<file path="src/rtl/spis_pkg.sv">
// Shared types for the SPI slave port.
package spis_pkg;
    typedef struct packed {
        logic done;
        logic wcol;
        logic ovr;
    } spis_flags_t;
endpackage

</file>
<file path="src/rtl/spis_sync.sv">
// Multi-stage synchronizer for a group of asynchronous inputs.
// Assumes the bits are independent; each settles through STAGES flops.
module spis_sync #(
    parameter int         W       = 3,
    parameter int         STAGES  = 2,
    parameter logic [W-1:0] RST_VAL = '0
) (
    input  logic         clk,
    input  logic         rst_n,
    input  logic [W-1:0] d,
    output logic [W-1:0] q
);
    logic [W-1:0] stg [STAGES];

    // Shift each input through the flop chain.
    always_ff @(posedge clk) begin
        if (!rst_n) begin
            for (int i = 0; i < STAGES; i++) stg[i] <= RST_VAL;
        end else begin
            stg[0] <= d;
            for (int i = 1; i < STAGES; i++) stg[i] <= stg[i-1];
        end
    end

    assign q = stg[STAGES-1];
endmodule

</file>
<file path="src/rtl/spis_shift.sv">
// Shift register and output bit for the slave port.
// Assumes the load and frame-start requests never coincide with clock edges
// of a frame (the top gates loads to idle periods).
module spis_shift #(
    parameter int DW = 8
) (
    input  logic          clk,
    input  logic          rst_n,
    input  logic          load_en,
    input  logic [DW-1:0] load_data,
    input  logic          frame_start,
    input  logic          sck_rise,
    input  logic          sck_fall,
    input  logic          mosi_s,
    output logic [DW-1:0] sh,
    output logic          miso_q
);
    // Load from software, or shift in one bit per rising serial edge.
    always_ff @(posedge clk) begin
        if (!rst_n)        sh <= '0;
        else if (load_en)  sh <= load_data;
        else if (sck_rise) sh <= {sh[DW-2:0], mosi_s};
    end

    // Present the MSB at frame start, then the next bit after each falling edge.
    always_ff @(posedge clk) begin
        if (!rst_n)                       miso_q <= 1'b0;
        else if (frame_start || sck_fall) miso_q <= sh[DW-1];
    end
endmodule

</file>
<file path="src/rtl/spis_ctrl.sv">
// Receive buffer and status flags for the slave port.
// Assumes frame_end is a single-cycle pulse per synchronized select rise.
module spis_ctrl
    import spis_pkg::*;
#(
    parameter int DW = 8
) (
    input  logic          clk,
    input  logic          rst_n,
    input  logic          frame_end,
    input  logic [DW-1:0] sh,
    input  logic          rd_en,
    input  logic          wr_coll,
    input  logic          clr,
    output logic [DW-1:0] rx_buf,
    output spis_flags_t   flags
);
    logic unread;

    // Capture the shift register at frame end unless a byte is still pending.
    always_ff @(posedge clk) begin
        if (!rst_n) begin
            rx_buf <= '0;
            unread <= 1'b0;
        end else if (frame_end && !unread) begin
            rx_buf <= sh;
            unread <= 1'b1;
        end else if (rd_en) begin
            unread <= 1'b0;
        end
    end

    // Flag update: a set beats a clear in the same cycle.
    always_ff @(posedge clk) begin
        if (!rst_n) begin
            flags <= '0;
        end else begin
            if (clr) flags <= '0;
            if (frame_end)           flags.done <= 1'b1;
            if (frame_end && unread) flags.ovr  <= 1'b1;
            if (wr_coll)             flags.wcol <= 1'b1;
        end
    end
endmodule

</file>
<file path="src/rtl/spis_slave.sv">
// SPI slave port, framed by an active-low select line.
// Samples the serial clock, data and select with the system clock; it assumes
// the system clock is at least several times faster than the serial clock.
module spis_slave
    import spis_pkg::*;
#(
    parameter int DW          = 8,
    parameter int SYNC_STAGES = 2
) (
    input  logic          clk,
    input  logic          rst_n,
    input  logic          en,
    input  logic          master_mode,
    input  logic          sck_i,
    input  logic          mosi_i,
    input  logic          nss_i,
    output logic          miso_o,
    output logic          miso_oe,
    input  logic          wr_en,
    input  logic [DW-1:0] wr_data,
    input  logic          rd_en,
    output logic [DW-1:0] rd_data,
    input  logic          clr_flags,
    output logic          done_flag,
    output logic          wcol_flag,
    output logic          ovr_flag
);
    localparam int NSYNC = 3;
    localparam logic [NSYNC-1:0] SYNC_RST = 3'b100;

    logic [NSYNC-1:0] sync_q;
    logic             nss_s, sck_s, mosi_s;
    logic             nss_q, sck_q;
    logic             slave_on, active;
    logic             nss_rise, nss_fall, sck_rise, sck_fall;
    logic [DW-1:0]    sh;
    spis_flags_t      flags;

    spis_sync #(.W(NSYNC), .STAGES(SYNC_STAGES), .RST_VAL(SYNC_RST)) u_sync (
        .clk(clk), .rst_n(rst_n), .d({nss_i, sck_i, mosi_i}), .q(sync_q)
    );
    assign {nss_s, sck_s, mosi_s} = sync_q;

    // Keep the previous synchronized samples for edge detection.
    always_ff @(posedge clk) begin
        if (!rst_n) begin
            nss_q <= 1'b1;
            sck_q <= 1'b0;
        end else begin
            nss_q <= nss_s;
            sck_q <= sck_s;
        end
    end

    assign slave_on = en && !master_mode;
    assign active   = slave_on && !nss_s;
    assign nss_rise = slave_on && nss_s && !nss_q;
    assign nss_fall = slave_on && !nss_s && nss_q;
    assign sck_rise = active && sck_s && !sck_q;
    assign sck_fall = active && !sck_s && sck_q;

    spis_shift #(.DW(DW)) u_shift (
        .clk(clk), .rst_n(rst_n),
        .load_en(wr_en && !active), .load_data(wr_data),
        .frame_start(nss_fall), .sck_rise(sck_rise), .sck_fall(sck_fall),
        .mosi_s(mosi_s), .sh(sh), .miso_q(miso_o)
    );

    spis_ctrl #(.DW(DW)) u_ctrl (
        .clk(clk), .rst_n(rst_n),
        .frame_end(nss_rise), .sh(sh), .rd_en(rd_en),
        .wr_coll(wr_en && active), .clr(clr_flags),
        .rx_buf(rd_data), .flags(flags)
    );

    assign miso_oe   = active;
    assign done_flag = flags.done;
    assign wcol_flag = flags.wcol;
    assign ovr_flag  = flags.ovr;
endmodule

</file>
<file path="config.mk">
export PLATFORM = sky130hd
export DESIGN_NAME = spis_slave
export DESIGN_NICKNAME = d
export VERILOG_FILES = /design/src/rtl/spis_pkg.sv /design/src/rtl/spis_sync.sv /design/src/rtl/spis_shift.sv /design/src/rtl/spis_ctrl.sv /design/src/rtl/spis_slave.sv
export SDC_FILE = /design/constraint.sdc
export NUM_CORES = 1
export LEC_CHECK = 0
export BUFFER_PORTS_ARGS = -buffer_cell sky130_fd_sc_hd__buf_2
export CORE_AREA = 2 2 82 52
export DETAILED_ROUTE_END_ITERATION = 16
export DIE_AREA = 0 0 84 54
export HOLD_SLACK_MARGIN = 0.15
export PLACE_DENSITY = 0.6
export SYNTH_ARGS = -nofsm -noshare
export SYNTH_HDL_FRONTEND = slang
export SYNTH_SLANG_ARGS = --single-unit
</file>
<file path="constraint.sdc">
create_clock -name clk -period 1.8 [get_ports clk]
set_input_delay 0.54 -clock clk [delete_from_list [all_inputs] [get_ports clk]]
set_output_delay 0.54 -clock clk [all_outputs]
set_load 0.005 [all_outputs]
</file>
==> metrics.cfg <==
[run_status]
outcome=complete, no violations

[sta]
period_share_pct=93.61
min_period_ns=1.685
tns_ns=0
slew_headroom_pct=72.79
maxSlewViolCount=0
finalHoldViolCount=0
setup_violations=0
clock.fmax_mhz=593.5
rsz0062_at_grt=false
skew_ns=0.004212
worst_pin_slew_ns=0.4082

[drt]
first_pass_iters=4
drc_errors=0
drtAntennaViolNets=0
drt_iter0_drc=38
totalWireLength_mm=2.196
vias=854
via_per_inst=4.379
wire_per_inst_um=11.26

[die]
die_h_um=54
row_count=18
io-pin-count=31
die_area_mm2=0.004536
coreArea_mm2=0.003896
dieWidth_um=84
start_util_pct=28.32

[logic_synthesis]
synthArstFlopShare_pct=0
ys.flop_type=dfxtp_1
yosysWarnings=0
ys_ff_latch=29
synth_fp_nets=129
seq_area_frac_synth_pct=52.61
netlist_area_mm2=0.001104
syn_inst=111
synth_edf_count=0
ys_types=20
postSynthAreaPerCell_um2=9.942

[cts]
worstSkewPairLatency_ns=0.27
numCtsBuffers=5
cts-root-buf=clkbuf_8
postCtsResizedCells=0
cts_hold_buf=0
cts.clk_slew.worst_paths_ns=0.06
clockBufferDepth=2
htreeDepth=2
cts.sinks=29
cts_tree=yes
post_cts_buffers=0

[grt]
grt_max_degree=30
grt_pass1_vias=840
grt_usage_pct=10.84
grt_pass1_wl_mm=3.712
antenna_found_initial=0
grt-ovfl-total=0

[power_and_ir_drop]
ir_drop_v=0.0003603
power.leakage_nw=0.5846
seqPwrFrac_pct=54.4
p_per_area_mw_per_mm2=887.3
pwr-share-clk_pct=39.9
combPwrFrac_pct=5.7
swShare_pct=21.96
p_int_w=0.0009651
power_w=0.001237
power_switching_w=0.0002716

[setup_path]
reg2reg_to=u_shift.sh[4]$_SDFFE_PN0P_
required_ns=1.26
path_max_fanout=13
crit_type=input pin to primary output
start_kind=input pin
ff2ff_path_depth=5
r2r_start=u_sync.stg[0][5]$_SDFF_PN1_
critPathArrivalTime_ns=1.14
rrSetupSlack_ns=0.37
cp-end-kind=primary output

[min_path]
min_path_cells=1
hold-path-endpoint=u_sync.stg[0][5]$_SDFF_PN1_
min_path_type=flip-flop to flip-flop
min_from=u_sync.stg[0][2]$_SDFF_PN1_

[layout]
nets=162
fillers=412
area_growth_pct=26.30
antenna_cells=0
final_layout_size_suffix_gt1_share_pct=28.97

[job]
cap_viol_max_count=0

[placed_design]
io_buffers=30
place_hpwl_mm=1.587
place_congestion=0.7530

-- cell type report --
class	instances	area [µm²]	share of cell area, %
multi-input cells	75	486.7	34.92
repair buffers	32	177.7	12.75
well taps	50	62.56	4.488
flip-flops and latches	29	580.6	41.65
clock buffers	6	72.57	5.206
inverters	1	3.754	0.2693
clock inverters	2	10.01	0.7181
-- worst max-delay path, stage by stage --
cell     delay, ns
buf_2         0.11
nor3b_2       0.15
buf_4         0.20
buf_2         0.14
-- worst max path at each step --
stage	start	end	slack (ns)
after global routing	master_mode	miso_oe	0.09
after detailed placement	master_mode	u_shift.sh[0]$_SDFFE_PN0P_	0.04
final	master_mode	miso_oe	0.12
after floorplan	master_mode	miso_oe	0.29
after CTS	master_mode	miso_oe	0.10
after global placement	master_mode	miso_oe	0.13
-- cells in the mapped netlist (2+ instances only) --
cell      count  area, µm²
dfxtp_1      29      580.6
nor2b_1      16      100.1
o21ai_0      12      60.06
mux2i_1      10      100.1
a31oi_1       7      43.79
nand2_1       7      26.28
and2_1        5      31.28
nand2b_1      4      25.02
o21ai_1       4      20.02
a21oi_1       3      15.01
clkbuf_1      3      11.26
buf_2         2      10.01
o21a_1        2      15.01
-- sequential cells by signal, indices dropped and copies added, names as in the netlist --
name	cells
u_shift.miso_q	1
sck_q	1
u_ctrl.flags	3
u_ctrl.rx_buf	8
u_shift.sh	8
nss_q	1
u_ctrl.unread	1
u_sync.stg	6
-- layout by cell type, fill, tap and decap left out, drive strengths merged --
cell,count
buf,32
dfxtp,29
nor2b,16
o21ai,16
mux2i,10
nand2,7
a31oi,7
clkbuf,6
and2,5
nand2b,4
a21oi,3
o21a,2
clkinv,2
nor3b,1
and4bb,1
and2b,1
inv,1
nor2,1
nand3b,1
-- power by group through the flow --
stage	combinational, W	sequential [W]	clock, W
after CTS	0.0000717	0.000673	0.000517
after global routing	0.0000801	0.000675	0.000545
final	0.0000703	0.000673	0.000493
after global placement	0.0000702	0.000687	0
after detailed placement	0.0000712	0.000687	0
after floorplan	0.0000425	0.000683	0
-- logic make-up after synthesis --
group,count (synthesis),synth area share [%]
AOI/OAI and AO/OA,28,13.94
muxes,10,9.071
buffers and inverters,7,3.288
and+or+nand+nor,37,21.09
DFF,29,52.61
-- metal layers --
layer	routed length (µm)	track usage [%]
met1	1123	14.05
met2	978	16.00
met3	94	3.988
met4	0	5.645
met5	0	0
-- stage by stage --
stage | instances | util, % | setup slack [ns] | hold slack, ns | instance area (µm²)
after floorplan | 111 | - | 0.2863 | 0.3863 | 1104
after CTS | 195 | 35.77 | 0.1038 | 0.4124 | 1394
after global routing | 195 | 35.77 | 0.08629 | 0.4307 | 1394
after global placement | 187 | 33.65 | 0.1303 | 0.3921 | 1311
final | 195 | 35.77 | 0.1150 | 0.4103 | 1394
after detailed placement | 187 | 33.65 | 0.03906 | 0.3961 | 1311
No activity file was read; power rests on OpenSTA's default activity.
